### config.mk
export PLATFORM = sky130hd
export DESIGN_NAME = led_scan_ctrl
export DESIGN_NICKNAME = d
export VERILOG_FILES = /design/src/rtl/led_scan_pkg.sv /design/src/rtl/led_scan_tick.sv /design/src/rtl/led_scan_counter.sv /design/src/rtl/led_scan_row_latch.sv /design/src/rtl/led_scan_ctrl.sv
export SDC_FILE = /design/constraint.sdc
export NUM_CORES = 1
export LEC_CHECK = 0
export CORE_ASPECT_RATIO = 1.5
export CORE_MARGIN = 4
export CORE_UTILIZATION = 59
export CTS_CLUSTER_SIZE = 25
export DETAILED_ROUTE_END_ITERATION = 16
export PLACE_DENSITY = 0.93
export SLEW_MARGIN = 25
export SYNTH_ARGS = -nofsm -noshare
export SYNTH_HDL_FRONTEND = slang
export SYNTH_HIERARCHICAL = 1
export SYNTH_SLANG_ARGS = --single-unit
### constraint.sdc
create_clock -name clk -period 20.8 [get_ports clk]
set_input_delay 5.2 -clock clk [delete_from_list [all_inputs] [get_ports clk]]
set_output_delay 5.2 -clock clk [all_outputs]
set_load 0.005 [all_outputs]
### src/rtl/led_scan_pkg.sv
package led_scan_pkg;

    localparam int DEF_COLS      = 20;
    localparam int DEF_ROWS      = 8;
    localparam int DEF_SLOT      = 64;
    localparam int DEF_BLANK     = 4;
    localparam int DEF_DUTY_W    = 4;
    localparam int DEF_PRESCALE  = 8;
    localparam int DEF_INT_DIV   = 4;

    typedef enum logic {
        SRC_INTERNAL = 1'b0,
        SRC_EXTERNAL = 1'b1
    } scan_src_e;

    // Rounded share of a window: round(window * duty / duty_max)
    function automatic int lit_length(input int window, input int duty, input int duty_max);
        return (2 * window * duty + duty_max) / (2 * duty_max);
    endfunction

endpackage

### src/rtl/led_scan_tick.sv
module led_scan_tick
    import led_scan_pkg::*;
#(
    parameter int INT_DIV  = DEF_INT_DIV,
    parameter int PRESCALE = DEF_PRESCALE
) (
    input  logic clk,
    input  logic rst,
    input  logic src_ext,
    input  logic ext_osc,
    input  logic prescale_en,
    output logic step_o
);

    localparam int DIV_W = (INT_DIV > 1) ? $clog2(INT_DIV) : 1;
    localparam int PRE_W = (PRESCALE > 1) ? $clog2(PRESCALE) : 1;

    typedef struct packed {
        logic [DIV_W-1:0] div;
        logic [2:0]       sync;
        logic [PRE_W-1:0] pre;
    } tick_state_t;

    tick_state_t state_d, state_q;
    logic        int_tick, ext_tick, src_tick, pre_wrap;
    scan_src_e   src_mode;

    always_comb begin
        state_d   = state_q;
        src_mode  = scan_src_e'(src_ext);
        int_tick  = (state_q.div == DIV_W'(INT_DIV - 1));
        state_d.div  = int_tick ? '0 : state_q.div + 1'b1;
        state_d.sync = {state_q.sync[1:0], ext_osc};
        ext_tick  = state_q.sync[1] & ~state_q.sync[2];
        src_tick  = (src_mode == SRC_EXTERNAL) ? ext_tick : int_tick;
        pre_wrap  = (state_q.pre == PRE_W'(PRESCALE - 1));
        if (src_tick) begin
            state_d.pre = pre_wrap ? '0 : state_q.pre + 1'b1;
        end
        step_o = src_tick && (!prescale_en || pre_wrap);
    end

    always_ff @(posedge clk) begin
        if (rst) begin
            state_q <= '0;
        end else begin
            state_q <= state_d;
        end
    end

    // with the prescaler on, two steps never come in adjacent cycles
    assert_prescale_spacing_R9: assert property (@(posedge clk) disable iff (rst)
        (prescale_en && step_o) |=> !step_o);

endmodule

### src/rtl/led_scan_counter.sv
module led_scan_counter
    import led_scan_pkg::*;
#(
    parameter int NUM_ROWS   = DEF_ROWS,
    parameter int SLOT_STEPS = DEF_SLOT
) (
    input  logic                          clk,
    input  logic                          rst,
    input  logic                          step_i,
    output logic [$clog2(NUM_ROWS)-1:0]   row_o,
    output logic [$clog2(SLOT_STEPS)-1:0] slot_o
);

    localparam int ROW_W = $clog2(NUM_ROWS);
    localparam int SLOT_W = $clog2(SLOT_STEPS);
    localparam int POS_W = ROW_W + SLOT_W;

    typedef struct packed {
        logic [POS_W-1:0] pos;
    } cnt_state_t;

    cnt_state_t state_d, state_q;

    always_comb begin
        state_d = state_q;
        if (step_i) begin
            state_d.pos = state_q.pos + 1'b1;
        end
        row_o  = state_q.pos[POS_W-1:SLOT_W];
        slot_o = state_q.pos[SLOT_W-1:0];
    end

    always_ff @(posedge clk) begin
        if (rst) begin
            state_q <= '0;
        end else begin
            state_q <= state_d;
        end
    end

    // the last step of the last row is followed by row 0, step 0
    assert_frame_wrap_R3: assert property (@(posedge clk) disable iff (rst)
        (step_i && (&state_q.pos)) |=> (row_o == '0 && slot_o == '0));

endmodule

### src/rtl/led_scan_row_latch.sv
module led_scan_row_latch
    import led_scan_pkg::*;
#(
    parameter int NUM_COLS = DEF_COLS,
    parameter int NUM_ROWS = DEF_ROWS
) (
    input  logic                          clk,
    input  logic                          rst,
    input  logic                          load_i,
    input  logic [$clog2(NUM_ROWS)-1:0]   row_i,
    input  logic [NUM_COLS*NUM_ROWS-1:0]  dot_image,
    output logic [NUM_COLS-1:0]           cols_o
);

    typedef struct packed {
        logic [NUM_COLS-1:0] cols;
    } latch_state_t;

    latch_state_t        state_d, state_q;
    logic [NUM_COLS-1:0] row_bits;

    for (genvar c = 0; c < NUM_COLS; c++) begin : g_col
        assign row_bits[c] = dot_image[int'(row_i) * NUM_COLS + c];
    end

    always_comb begin
        state_d = state_q;
        if (load_i) begin
            state_d.cols = row_bits;
        end
        cols_o = state_q.cols;
    end

    always_ff @(posedge clk) begin
        if (rst) begin
            state_q <= '0;
        end else begin
            state_q <= state_d;
        end
    end

    // outside blanking the captured row never changes
    assert_hold_outside_blank_R6: assert property (@(posedge clk) disable iff (rst)
        !load_i |=> $stable(cols_o));

endmodule

### src/rtl/led_scan_ctrl.sv
module led_scan_ctrl
    import led_scan_pkg::*;
#(
    parameter int NUM_COLS     = DEF_COLS,
    parameter int NUM_ROWS     = DEF_ROWS,
    parameter int SLOT_STEPS   = DEF_SLOT,
    parameter int BLANK_STEPS  = DEF_BLANK,
    parameter int DUTY_W       = DEF_DUTY_W,
    parameter int PRESCALE     = DEF_PRESCALE,
    parameter int INT_DIV      = DEF_INT_DIV
) (
    input  logic                          clk,
    input  logic                          rst,
    input  logic                          src_ext,
    input  logic                          ext_osc,
    input  logic                          prescale_en,
    input  logic [DUTY_W-1:0]             duty,
    input  logic [NUM_COLS*NUM_ROWS-1:0]  dot_image,
    output logic [NUM_ROWS-1:0]           row_sel,
    output logic [NUM_COLS-1:0]           col_en
);

    localparam int ROW_W    = $clog2(NUM_ROWS);
    localparam int SLOT_W   = $clog2(SLOT_STEPS);
    localparam int WINDOW   = SLOT_STEPS - BLANK_STEPS;
    localparam int DUTY_MAX = (1 << DUTY_W) - 1;

    typedef struct packed {
        logic [NUM_ROWS-1:0] row_sel;
        logic [NUM_COLS-1:0] col_en;
    } out_state_t;

    logic                step;
    logic [ROW_W-1:0]    cur_row;
    logic [SLOT_W-1:0]   cur_slot;
    logic                in_blank;
    logic                lit;
    logic [NUM_COLS-1:0] held_cols;
    int                  on_len;
    out_state_t          out_d, out_q;

    led_scan_tick #(
        .INT_DIV  (INT_DIV),
        .PRESCALE (PRESCALE)
    ) u_tick (
        .clk         (clk),
        .rst         (rst),
        .src_ext     (src_ext),
        .ext_osc     (ext_osc),
        .prescale_en (prescale_en),
        .step_o      (step)
    );

    led_scan_counter #(
        .NUM_ROWS   (NUM_ROWS),
        .SLOT_STEPS (SLOT_STEPS)
    ) u_counter (
        .clk    (clk),
        .rst    (rst),
        .step_i (step),
        .row_o  (cur_row),
        .slot_o (cur_slot)
    );

    assign in_blank = (int'(cur_slot) < BLANK_STEPS);

    led_scan_row_latch #(
        .NUM_COLS (NUM_COLS),
        .NUM_ROWS (NUM_ROWS)
    ) u_latch (
        .clk       (clk),
        .rst       (rst),
        .load_i    (in_blank),
        .row_i     (cur_row),
        .dot_image (dot_image),
        .cols_o    (held_cols)
    );

    always_comb begin
        out_d  = '0;
        on_len = lit_length(WINDOW, int'(duty), DUTY_MAX);
        lit    = !in_blank && ((int'(cur_slot) - BLANK_STEPS) < on_len);
        if (lit) begin
            out_d.row_sel = NUM_ROWS'(1) << cur_row;
            out_d.col_en  = held_cols;
        end
    end

    always_ff @(posedge clk) begin
        if (rst) begin
            out_q <= '0;
        end else begin
            out_q <= out_d;
        end
    end

    assign row_sel = out_q.row_sel;
    assign col_en  = out_q.col_en;

    // at most one row sink on at a time
    assert_row_onehot_R2: assert property (@(posedge clk) disable iff (rst)
        $onehot0(row_sel));

    // a blanking step yields dark outputs one clock later
    assert_blank_dark_R4: assert property (@(posedge clk) disable iff (rst)
        in_blank |=> (row_sel == '0 && col_en == '0));

    // columns are never driven without a row
    assert_cols_need_row_R4: assert property (@(posedge clk) disable iff (rst)
        (row_sel == '0) |-> (col_en == '0));

    // a zero duty value leaves the array dark
    assert_duty_zero_dark_R5: assert property (@(posedge clk) disable iff (rst)
        ($past(duty) == '0) |-> (row_sel == '0));

    // columns stay fixed through an unbroken lit run
    assert_lit_cols_stable_R6: assert property (@(posedge clk) disable iff (rst)
        (row_sel != '0 && $past(row_sel) != '0) |-> (col_en == $past(col_en)));

    // reset darkens the outputs
    assert_reset_dark_R10: assert property (@(posedge clk)
        rst |=> (row_sel == '0 && col_en == '0));

endmodule

After elaboration in Yosys (flattened, before gate mapping)
Index checks and enable logic that the tools add are counted.
{"block": "classes", "n_addsub": 24, "multipliers": 2, "n_div": 1, "n_lt_le_gt_ge": 22, "n_eq_ne": 2, "n_shift": 1, "muxes": 62, "bitwise_logic": 3, "reduce_logical": 7}
{"operator": "less-than comparator 32 x 10 -> 1 bit, second input constant", "count": 19}
{"operator": "adder 32 x 5 -> 32 bit, second input constant", "count": 8}
{"operator": "binary-select mux 1 bit (select 8 bit)", "count": 19}
{"operator": "adder 32 x 4 -> 32 bit, second input constant", "count": 4}
{"operator": "adder 32 x 6 -> 32 bit, second input constant", "count": 4}
{"operator": "adder 32 x 3 -> 32 bit, second input constant", "count": 2}
{"operator": "2-to-1 mux 1 bit", "count": 41}
{"operator": "adder 32 x 2 -> 32 bit, second input constant", "count": 1}
{"operator": "divider 32 x 6 -> 32 bit, second input constant", "count": 1}
{"operator": "less-than comparator 7 x 32 -> 1 bit", "count": 1}
{"operator": "adder 11 x 4 -> 12 bit, second input constant", "count": 1}
{"operator": "adder 9 x 1 -> 9 bit, second input constant", "count": 1}
{"operator": "less-than comparator 8 x 9 -> 1 bit, second input constant", "count": 1}
{"operator": "multiplier 4 x 4 -> 8 bit, first input constant", "count": 1}
{"operator": "left shift 1 x 3 -> 8 bit, first input constant", "count": 1}
{"operator": "subtractor 6 x 3 -> 7 bit, second input constant", "count": 1}
{"operator": "binary-select mux 1 bit (select 6 bit)", "count": 1}
{"operator": "less-than comparator 6 x 3 -> 1 bit, second input constant", "count": 1}
{"operator": "multiplier 3 x 3 -> 6 bit, second input constant", "count": 1}
{"operator": "OR reduction 2 bit", "count": 2}
{"operator": "adder 3 x 1 -> 3 bit, second input constant", "count": 1}
{"operator": "equality test 3 bit, second input constant", "count": 1}
{"operator": "2-to-1 mux 3 bit", "count": 1}
{"operator": "adder 2 x 1 -> 2 bit, second input constant", "count": 1}
{"operator": "other kinds (6)", "count": 9}
{"block": "totals", "register_bits": 65, "out_inout_bits": 28, "wordCells": 131}

Longest topological paths before layout
Gate-level depths: netlist of run 1.
{"block": "logic_depth", "word_depth": 7, "ltp_mapped": 31}

Hierarchy
The synthesis of run 1 kept the hierarchy.
{"module": "led_scan_row_latch", "n_inst": 1, "cells_each": 722, "area_each_um2": 6949.2, "seq_area_each_um2": 400.4}
{"module": "led_scan_ctrl", "n_inst": 1, "cells_each": 319, "area_each_um2": 2730.1, "seq_area_each_um2": 560.5}
{"module": "led_scan_counter", "n_inst": 1, "cells_each": 42, "area_each_um2": 387.9, "seq_area_each_um2": 180.2}
{"module": "led_scan_tick", "n_inst": 1, "cells_each": 32, "area_each_um2": 319.1, "seq_area_each_um2": 160.2}

Worst setup path after synthesis of run 1
No wires, ideal clock.
{"block": "synth_timing", "kind": "input to register", "start": "in duty[1]", "end": "reg out_q (netlist bit col_en[0])", "t_arrival_ns": 11.684, "slack_ns": 9.054, "stages": 29, "cell_sequence": "fa_1 > fa_1 > inv_1 > fa_1 > xor2_1 > nor3_2 > o21a_1 > a2111oi_4 > a221oi_4 > and3_2 > a21o_2 > buf_4 > a21oi_2 > or3_1 > a221o_1 > nor2b_1 > buf_6 > mux2_2 > ha_1 > o211a_1 > nor3_1 > ha_1 > o21a_1 > o211ai_1 > o221a_2 > clkbuf_1 > clkbuf_1 > nand2_1 > nor2_2"}
{"block": "synth_between", "elab_chain_len": 7}
{"element": "start, declared", "line_no": "led_scan_ctrl.sv:17", "text": "input logic [DUTY_W-1:0] duty,"}
{"element": "multiplier 4 x 4 -> 8 bit", "line_no": "led_scan_pkg.sv:18", "text": "return (2 * window * duty + duty_max) / (2 * duty_max);"}
{"element": "adder 11 x 4 -> 12 bit", "line_no": "led_scan_pkg.sv:18"}
{"element": "divider 32 x 6 -> 32 bit", "line_no": "led_scan_pkg.sv:18"}
{"element": "less-than comparator 7 x 32 -> 1 bit", "line_no": "led_scan_ctrl.sv:82", "text": "lit = !in_blank && ((int'(cur_slot) - BLANK_STEPS) < on_len);"}
{"element": "logical AND 1 bit", "line_no": "led_scan_ctrl.sv:82"}
{"element": "inverter 1 bit (no source line)"}
{"element": "OR reduction 2 bit (no source line)"}
{"element": "end signal, assigned", "line_no": "led_scan_ctrl.sv:93", "text": "out_q <= out_d;"}
{"element": "end, declared", "line_no": "led_scan_ctrl.sv:40", "text": "out_state_t out_d, out_q;"}
Every way passes these cells.
A chain may end at the register's enable or synchronous reset.

Final worst setup path of run 1
{"block": "layout_timing", "start": "in duty[1]", "end": "reg out_q (netlist bit row_sel[0])"}
The elaborated chain is that of the path after synthesis.

==> flow_summary.toml, run 1 <==
[run_status]
outcome = "complete, no violations"

[timing]
post-route-period-util_pct = 62.64
rsz0062_at_grt = "false"
max_slew_margin_pct = 25.70
skew_ps = 6.414
fin_hold_ws_ps = 432.1
final_period_minus_worst_setup_slack_ps = 13030
hold_violations = 0
timing.setup.tns_ps = 0
max_clock_freq_mhz = 76.75
timing_max_transition_violations_final = 0
setup-violations-final = 0
max_slew.worst_pin.slew_ps = 1107

[worst_setup_path]
worstSetupEndpointType = "register"
worst_ep_required_time_ps = 21040
crit_slowest_cell = "sky130_fd_sc_hd__o221a_2"
critical_path.reg2reg.startpoint = "u_counter/state_q[6]"
path_class = "in2reg"
cp.arrival_ps = 13270
cp-startpoint = "duty[1]"
startpoint_type = "input port"
path_common_cell = "sky130_fd_sc_hd__fa_1"
critical_path.max_fanout = 28
cpPeakStageDelay_ps = 660

[floorplan]
area_enclosed_by_the_die_boundary_um2 = 19830
design.core.area_um2 = 17350
io_pins = 197
die-height_um = 170.5
fp-row-count = 59
die_x_um = 116.3
initial_utilization_pct = 59.87

[synthesis]
syn_area_um2 = 10390
synth_cells = 1115
synth_edf_count = 0
mappedNetlistNets = 1323
syn-mean-instance-area_um2 = 9.315
synth_seq_cells = 65
asyncSetResetFlopFracSynth_pct = 0
ys_dominant_reg_cell = "sky130_fd_sc_hd__dfxtp_1"
synth_cell_types = 109
ys_warn_count = 6
seq_total_area_yosys_pct = 12.53

[placement]
numPortBuffers = 196
dp_hpwl_um = 30750
finalWeightedCongestion = 1.076

[finish]
final_cell_mix = "sky130_fd_sc_hd__clkdlybuf4s50_1, sky130_fd_sc_hd__nand2_1, sky130_fd_sc_hd__mux4_2, sky130_fd_sc_hd__mux2i_1, sky130_fd_sc_hd__nor2_1"
layout_commonest_cell = "sky130_fd_sc_hd__clkdlybuf4s50_1"
fill_cells = 1260
antenna-diode-count = 0
final_net_count = 1469
area.growth.synth_to_final_pct = 20.97
layout-drive-gt1-share_pct = 18.64
seq_area_um2 = 1306
multiInputGateArea_um2 = 8503

[clock_tree]
cts_repair_resize_count = 0
numCtsBuffers = 9
clk_path_buf_depth = 2
htree_num_levels = 3
clock_tree_from_tritoncts = "built"
cts.repair_timing.setup_buffer_count = 0
hold_fix_buffers_at_cts = 0
cts.sinks = 65
clkTransAtPathRegs_ps = 60
clock_latency_on_the_worst_skew_pair_ps = 330
clock-root-buffer = "sky130_fd_sc_hd__clkbuf_16"

[route]
viasPerCell = 7.441
first_drt_iteration_drcs = 1411
routed-via-count = 11010
remaining_drc_errors = 0
wire_length_after_detailed_routing_um = 39850
drt-pass1-iter-count = 7
antenna_left = 0
drt-wirelength-per-cell_um = 26.94

[grt]
grt_max_degree = 62
overall_fraction_of_global_route_tracks_in_use_pct = 39.45
wire_length_of_the_first_global_routing_pass_um = 60330
grt_overflow = 0
grt_antenna_before_repair = 0
via_count_of_the_first_global_routing_pass = 10970

[power]
ir_worst_vdd_v = 0.00005865
power_density_nw_per_um2 = 51.46
power.static_leakage_nw = 4.478

[flow_run]
drv.max_cap_violation_count = 0

[worst_hold_path]
hold_path_startpoint = "u_tick/state_d[4]"
min_delay_path_class = "reg2reg"
[logic make-up after synthesis]
logic type      synth area share, %
fa+ha+maj                     4.987
xor+xnor                      3.602
compound gates                16.07
buf+inv                       6.072
simple gates                  20.20
mux                           36.50
other cells                 0.03611
flops                         12.53
[flip-flops by register name, indices dropped and copies added (netlist names)]
name	flops
u_counter/state_q	9
u_tick/state_q	6
u_tick/state_d	2
col_en	20
row_sel	8
u_latch/cols_o	20
[cell usage after synthesis (all sizes together), types with 7 or more instances]
| cell | count | share of area (%) |
|---|---|---|
| o211ai | 10 | 0.90 |
| a221oi | 8 | 0.90 |
| mux4 | 111 | 24 |
| mux2i | 93 | 9.0 |
| dfxtp | 65 | 13 |
| a211oi | 13 | 1.2 |
| o21ai | 31 | 1.5 |
| nand2 | 153 | 5.5 |
| a21o | 7 | 0.52 |
| nand3 | 51 | 2.5 |
| o22ai | 12 | 0.72 |
| a22oi | 8 | 0.67 |
| and3 | 7 | 0.48 |
| buf | 61 | 4.6 |
| nor2 | 85 | 3.6 |
| or3 | 8 | 0.48 |
| a31oi | 12 | 0.72 |
| clkbuf | 17 | 0.61 |
| mux2 | 28 | 3.1 |
| nor2b | 19 | 1.1 |
| xnor2 | 25 | 2.2 |
| nor3 | 29 | 1.5 |
| a21oi | 45 | 2.3 |
| ha | 35 | 4.2 |
| nand4 | 20 | 1.4 |
| inv | 17 | 0.61 |
| xor2 | 16 | 1.4 |
[routing by layer]
metal	global-route usage, %	part of all wire (%)	vias to the layer above
li1	-	-	4658
met1	42.03	31	5156
met2	67.74	49	904
met3	6.759	10	287
met4	30.79	10	0
met5	0	0	-
[path summary, 6_finish.rpt]
kind	endpoint	slack (ps)	cells after the start
min reg2reg	u_tick/state_d[5]	430	1
max	row_sel[0]	7770	25
min	u_tick/state_d[5]	430	1
max reg2reg	u_latch/cols_o[4]	16020	8
[power breakdown]
part           switching, mW  total, mW  leakage [nW]  internal (mW)
Sequential           0.00204      0.130         0.532          0.127
Combinational          0.205      0.360          3.79          0.155
Clock                 0.0596      0.157         0.154         0.0975
Total                  0.267      0.647          4.48          0.380
[metrics by stage]
stage	cell area [µm²]	instances	utilization (%)	worst slack, ps	total power [mW]
after floorplan	10390	1115	-	9054	0.3767
after global placement	12240	1463	70.58	7948	0.4689
final	12560	1479	72.43	7770	0.6466
after global routing	12560	1479	72.43	7302	0.6769
after CTS	12560	1479	72.38	7973	0.6382
after detailed placement	12240	1463	70.58	7695	0.4780
[area by class of cell]
class / count / area share [%]
sequential: 65 / 10.40
tap: 213 / 2.121
inverter: 17 / 0.5079
multi-input combinational: 952 / 67.68
clock inverter: 6 / 0.5875
timing repair buffer: 216 / 16.81
clock buffer: 10 / 1.902
[critical path: cells and delay by family]
kind                     cells  cell delay, ps
AND/OR/NAND/NOR              7            1500
adder cells (fa/ha/maj)      5            2270
buffers and inverters        3             710
XOR/XNOR                     2             890
AO/OA/AOI/OAI                8            2700
Note: power is estimated with default switching activity, not from simulation.
==> inputs of run 2 (changes only) <==
--- a/config.mk
+++ b/config.mk
@@ -7,10 +7,10 @@
 export LEC_CHECK = 0
 export CORE_ASPECT_RATIO = 1.5
 export CORE_MARGIN = 4
-export CORE_UTILIZATION = 59
+export CORE_UTILIZATION = 49
 export CTS_CLUSTER_SIZE = 25
 export DETAILED_ROUTE_END_ITERATION = 16
-export PLACE_DENSITY = 0.93
+export PLACE_DENSITY = 0.83
 export SLEW_MARGIN = 25
 export SYNTH_ARGS = -nofsm -noshare
 export SYNTH_HDL_FRONTEND = slang
==> constraint.sdc (replaced) <==
create_clock -name clk -period 11.1 [get_ports clk]
set_input_delay 2.775 -clock clk [delete_from_list [all_inputs] [get_ports clk]]
set_output_delay 2.775 -clock clk [all_outputs]
set_load 0.005 [all_outputs]
==> flow_summary.toml, run 2 (same netlist as run 1, synthesis figures left out) <==
[worst_setup_path]
path_class = "in2reg"
path_common_cell = "sky130_fd_sc_hd__fa_1"
startpoint_type = "input port"
worstSetupEndpointType = "register"
regToRegSetupSlack_ps = 6760
cp.arrival_ps = 10570
worstRegToRegCells = 9
critical_path_buf_inv_count = 3
crit_slowest_cell = "sky130_fd_sc_hd__o221a_2"
critical_path.reg2reg.startpoint = "u_counter/state_q[7]"
timing.rr.end = "u_latch/cols_o[6]"
crit_family = "compound AO/OA/AOI/OAI gates"
worst_ep_required_time_ps = 11340
critical_path.max_fanout = 28
cpPeakStageDelay_ps = 640

[floorplan]
io_pins = 197
die-height_um = 186.3
area_enclosed_by_the_die_boundary_um2 = 23640
die_x_um = 126.9
design.core.area_um2 = 20980
initial_utilization_pct = 49.50
fp-row-count = 65

[timing]
timing_max_transition_violations_final = 0
max_slew.worst_pin.slew_ps = 1103
max_clock_freq_mhz = 96.75
skew_ps = 6.853
timing.setup.tns_ps = 0
post-route-period-util_pct = 93.12
hold_violations = 0
final_period_minus_worst_setup_slack_ps = 10340
fin_hold_ws_ps = 419.7
rsz0062_at_grt = "false"
max_slew_margin_pct = 25.93
setup-violations-final = 0
layout_setup_ws_ps = 763.5

[finish]
layout-drive-gt1-share_pct = 18.69
layout_commonest_cell = "sky130_fd_sc_hd__clkdlybuf4s50_1"
seq_area_um2 = 1306
multiInputGateArea_um2 = 8496
area.growth.synth_to_final_pct = 21.77
final_util_pct = 60.27
fill_cells = 1797
final_net_count = 1471
antenna-diode-count = 0
final_cell_mix = "sky130_fd_sc_hd__clkdlybuf4s50_1, sky130_fd_sc_hd__nand2_1, sky130_fd_sc_hd__mux4_2, sky130_fd_sc_hd__mux2i_1, sky130_fd_sc_hd__nor2_1"

[worst_hold_path]
min_path_cells = 2
min_delay_worst_endpoint = "col_en[18]"
hold_path_startpoint = "u_latch/cols_o[18]"
min_delay_path_class = "reg2reg"

[route]
viasPerCell = 6.880
first_drt_iteration_drcs = 1106
antenna_left = 0
routed-via-count = 10570
remaining_drc_errors = 0
drt-wirelength-per-cell_um = 24.89
wire_length_after_detailed_routing_um = 38240
drt-pass1-iter-count = 7

[clock_tree]
numCtsBuffers = 9
clock_latency_on_the_worst_skew_pair_ps = 330
clk_path_buf_depth = 2
cts.sinks = 65
cts.repair_timing.setup_buffer_count = 0
clock-root-buffer = "sky130_fd_sc_hd__clkbuf_16"
cts_repair_resize_count = 0
htree_num_levels = 3
clkTransAtPathRegs_ps = 60
hold_fix_buffers_at_cts = 0
clock_tree_from_tritoncts = "built"

[placement]
dp_hpwl_um = 29880
dp_slack_ps = 488.5
numPortBuffers = 196
finalWeightedCongestion = 1.046

[power]
power_mw = 1.193
ir_worst_vdd_v = 0.00006876
power_density_nw_per_um2 = 94.31
power.static_leakage_nw = 4.486

[grt]
via_count_of_the_first_global_routing_pass = 10480
wire_length_of_the_first_global_routing_pass_um = 58530
grt_antenna_before_repair = 1
grt_max_degree = 70
overall_fraction_of_global_route_tracks_in_use_pct = 31.18
grt_overflow = 0

[run_status]
outcome = "complete, no violations"

[flow_run]
drv.max_cap_violation_count = 0
[run 2: layout make-up]
class | instances | area share, %
clock inverters | 6 | 0.5144
inverters | 17 | 0.5046
well taps | 268 | 2.651
repair buffers | 218 | 16.85
multi-input cells | 952 | 67.17
flip-flops and latches | 65 | 10.33
clock buffers | 10 | 1.979
[run 2: worst max path at each step]
stage	from	endpoint	cells after the start
after floorplan	duty[1]	col_en[0]	29
after global placement	duty[1]	row_sel[0]	25
after detailed placement	duty[1]	row_sel[0]	25
after CTS	duty[1]	row_sel[0]	25
after global routing	duty[1]	row_sel[0]	25
final	duty[1]	row_sel[0]	25
[run 2: stage by stage]
step,instance area (µm²),cells
after global placement,12330,1520
after floorplan,10390,1115
after CTS,12640,1536
after detailed placement,12330,1520
after global routing,12650,1536
final,12650,1536
[run 2: where the power goes]
| part | total, mW | internal [mW] | switching (mW) |
|---|---|---|---|
| registers | 0.242 | 0.239 | 0.00317 |
| logic | 0.657 | 0.287 | 0.370 |
| clock network | 0.294 | 0.187 | 0.107 |
[run 2: worst register-to-register path, cell delays in order (launching register included)]
cell and delay [ps]:
sky130_fd_sc_hd__dfxtp_2 310, sky130_fd_sc_hd__buf_4 380, sky130_fd_sc_hd__buf_4 480, sky130_fd_sc_hd__ha_1 230
sky130_fd_sc_hd__ha_1 740, sky130_fd_sc_hd__inv_2 300, sky130_fd_sc_hd__xnor2_1 730, sky130_fd_sc_hd__nand2_1 280
sky130_fd_sc_hd__a31oi_1 530, sky130_fd_sc_hd__o41ai_1 210
[run 2: routing by layer]
metal / global-route usage [%] / routed length, µm / part of all wire (%) / vias to the layer above
met4: 19.08 / 3054 / 8.0 / 2
met1: 35.75 / 13330 / 35 / 5085
li1: - / - / - / 4642
met5: 0 / 7 / 0.018 / -
met2: 54.77 / 19100 / 50 / 667
met3: 3.551 / 2742 / 7.2 / 172
==> inputs of run 3 (changes only) <==
==> constraint.sdc (replaced) <==
create_clock -name clk -period 11.1 [get_ports clk]
set_input_delay 1.11 -clock clk [delete_from_list [all_inputs] [get_ports clk]]
set_output_delay 1.11 -clock clk [all_outputs]
set_load 0.005 [all_outputs]
==> flow_summary.toml, run 3 (same netlist as run 1, synthesis figures left out) <==
[clock_tree]
hold_fix_buffers_at_cts = 0
cts.repair_timing.setup_buffer_count = 0
clk_path_buf_depth = 2
htree_num_levels = 3
cts_repair_resize_count = 0
clkTransAtPathRegs_ps = 50
clock_tree_from_tritoncts = "built"
clock-root-buffer = "sky130_fd_sc_hd__clkbuf_16"
clock_latency_on_the_worst_skew_pair_ps = 330
cts.sinks = 65
numCtsBuffers = 9

[floorplan]
io_pins = 197
die_x_um = 126.9
initial_utilization_pct = 49.50
area_enclosed_by_the_die_boundary_um2 = 23640
die-height_um = 186.3
fp-row-count = 65
design.core.area_um2 = 20980

[placement]
finalWeightedCongestion = 1.065
dp_hpwl_um = 29950
numPortBuffers = 196

[route]
remaining_drc_errors = 0
drt-pass1-iter-count = 9
first_drt_iteration_drcs = 1097
antenna_left = 0
routed-via-count = 10610
viasPerCell = 6.917
wire_length_after_detailed_routing_um = 38330
drt-wirelength-per-cell_um = 24.99

[worst_setup_path]
critical_path.max_fanout = 28
worstSetupEndpointType = "register"
path_class = "in2reg"
cp.arrival_ps = 8970
worst_ep_required_time_ps = 11340
startpoint_type = "input port"

[timing]
fin_hold_ws_ps = 427.2
max_slew.worst_pin.slew_ps = 1023
max_slew_margin_pct = 31.28
timing.setup.tns_ps = 0
hold_violations = 0
final_period_minus_worst_setup_slack_ps = 8737
skew_ps = 7.744
max_clock_freq_mhz = 114.5
timing_max_transition_violations_final = 0
rsz0062_at_grt = "false"
setup-violations-final = 0
post-route-period-util_pct = 78.71

[finish]
final_util_pct = 60.24
layout_commonest_cell = "sky130_fd_sc_hd__clkdlybuf4s50_1"
final_net_count = 1468
layout-drive-gt1-share_pct = 18.34
area.growth.synth_to_final_pct = 21.70
final_cell_mix = "sky130_fd_sc_hd__clkdlybuf4s50_1, sky130_fd_sc_hd__nand2_1, sky130_fd_sc_hd__mux4_2, sky130_fd_sc_hd__mux2i_1, sky130_fd_sc_hd__nor2_1"

[power]
power.static_leakage_nw = 4.474
power_density_nw_per_um2 = 95.48
ir_worst_vdd_v = 0.00008696
power_mw = 1.207

[worst_hold_path]
min_delay_path_class = "reg2reg"

[grt]
grt_antenna_before_repair = 1
via_count_of_the_first_global_routing_pass = 10360
wire_length_of_the_first_global_routing_pass_um = 58130
grt_overflow = 0
overall_fraction_of_global_route_tracks_in_use_pct = 31.19
grt_max_degree = 61

[flow_run]
drv.max_cap_violation_count = 0

[run_status]
outcome = "complete, no violations"
==> run 3: power breakdown <==
part / total (mW) / internal (mW) / switching (mW)
clock: 0.302 / 0.203 / 0.0992
sequential: 0.242 / 0.239 / 0.00315
combinational: 0.662 / 0.287 / 0.375
total: 1.21 / 0.730 / 0.477
==> run 3: final cells by class <==
| cell class | instances | area, µm² |
|---|---|---|
| Sequential cell | 65 | 1306 |
| Fill cell | 1835 | 8343 |
| Clock buffer | 12 | 246.5 |
| Multi-Input combinational cell | 952 | 8506 |
| Timing Repair Buffer | 215 | 2105 |
| Inverter | 17 | 63.81 |
| Tap cell | 268 | 335.3 |
| Clock inverter | 4 | 75.07 |
| Antenna cell | 1 | 2.502 |
==> run 3: path summary, 6_finish.rpt <==
check / from / end / slack [ps] / cells after the start
worst max-delay path: duty[1] / row_sel[0] / 2360 / 25
worst min-delay path: u_latch/cols_o[18] / col_en[18] / 430 / 2
worst max register to register: u_counter/state_q[6] / u_latch/cols_o[14] / 6860 / 8
worst min register to register: u_latch/cols_o[18] / col_en[18] / 430 / 2
==> run 3: worst max-delay path, cell delays in order <==
cell,delay [ps]
sky130_fd_sc_hd__clkdlybuf4s50_1,560
sky130_fd_sc_hd__fa_1,600
sky130_fd_sc_hd__fa_1,570
sky130_fd_sc_hd__inv_1,80
sky130_fd_sc_hd__fa_1,570
sky130_fd_sc_hd__nand3b_1,280
sky130_fd_sc_hd__xnor2_1,560
sky130_fd_sc_hd__nand3_1,270
sky130_fd_sc_hd__o211ai_4,200
sky130_fd_sc_hd__nand4_2,190
sky130_fd_sc_hd__a21o_2,370
sky130_fd_sc_hd__a22oi_2,320
sky130_fd_sc_hd__nand2_1,150
sky130_fd_sc_hd__xnor2_1,220
sky130_fd_sc_hd__ha_1,210
sky130_fd_sc_hd__inv_1,40
sky130_fd_sc_hd__a2111oi_0,430
sky130_fd_sc_hd__nor2_1,80
sky130_fd_sc_hd__o22a_1,270
sky130_fd_sc_hd__nor3_1,210
sky130_fd_sc_hd__ha_1,250
sky130_fd_sc_hd__o21a_1,170
sky130_fd_sc_hd__o211ai_1,290
sky130_fd_sc_hd__o221a_2,640
sky130_fd_sc_hd__nor4bb_1,320
==> run 3: metal layers <==
metal	up-vias	share of wire, %	track usage [%]	routed length (µm)
li1	4647	-	-	-
met3	180	7.6	3.952	2922
met4	0	7.5	17.84	2862
met1	5069	34	34.77	13200
met2	714	50	56.20	19340
met5	-	0	0	0
==> run 3: stage by stage <==
step | setup slack, ps | instance area, µm² | cells
6_report | 2363 | 12640 | 1534
5_1_grt | 1803 | 12640 | 1533
3_5_place_dp | 2133 | 12310 | 1517
2_1_floorplan | 3444 | 10390 | 1115
4_1_cts | 2433 | 12630 | 1533
3_3_place_gp | 2297 | 12310 | 1517
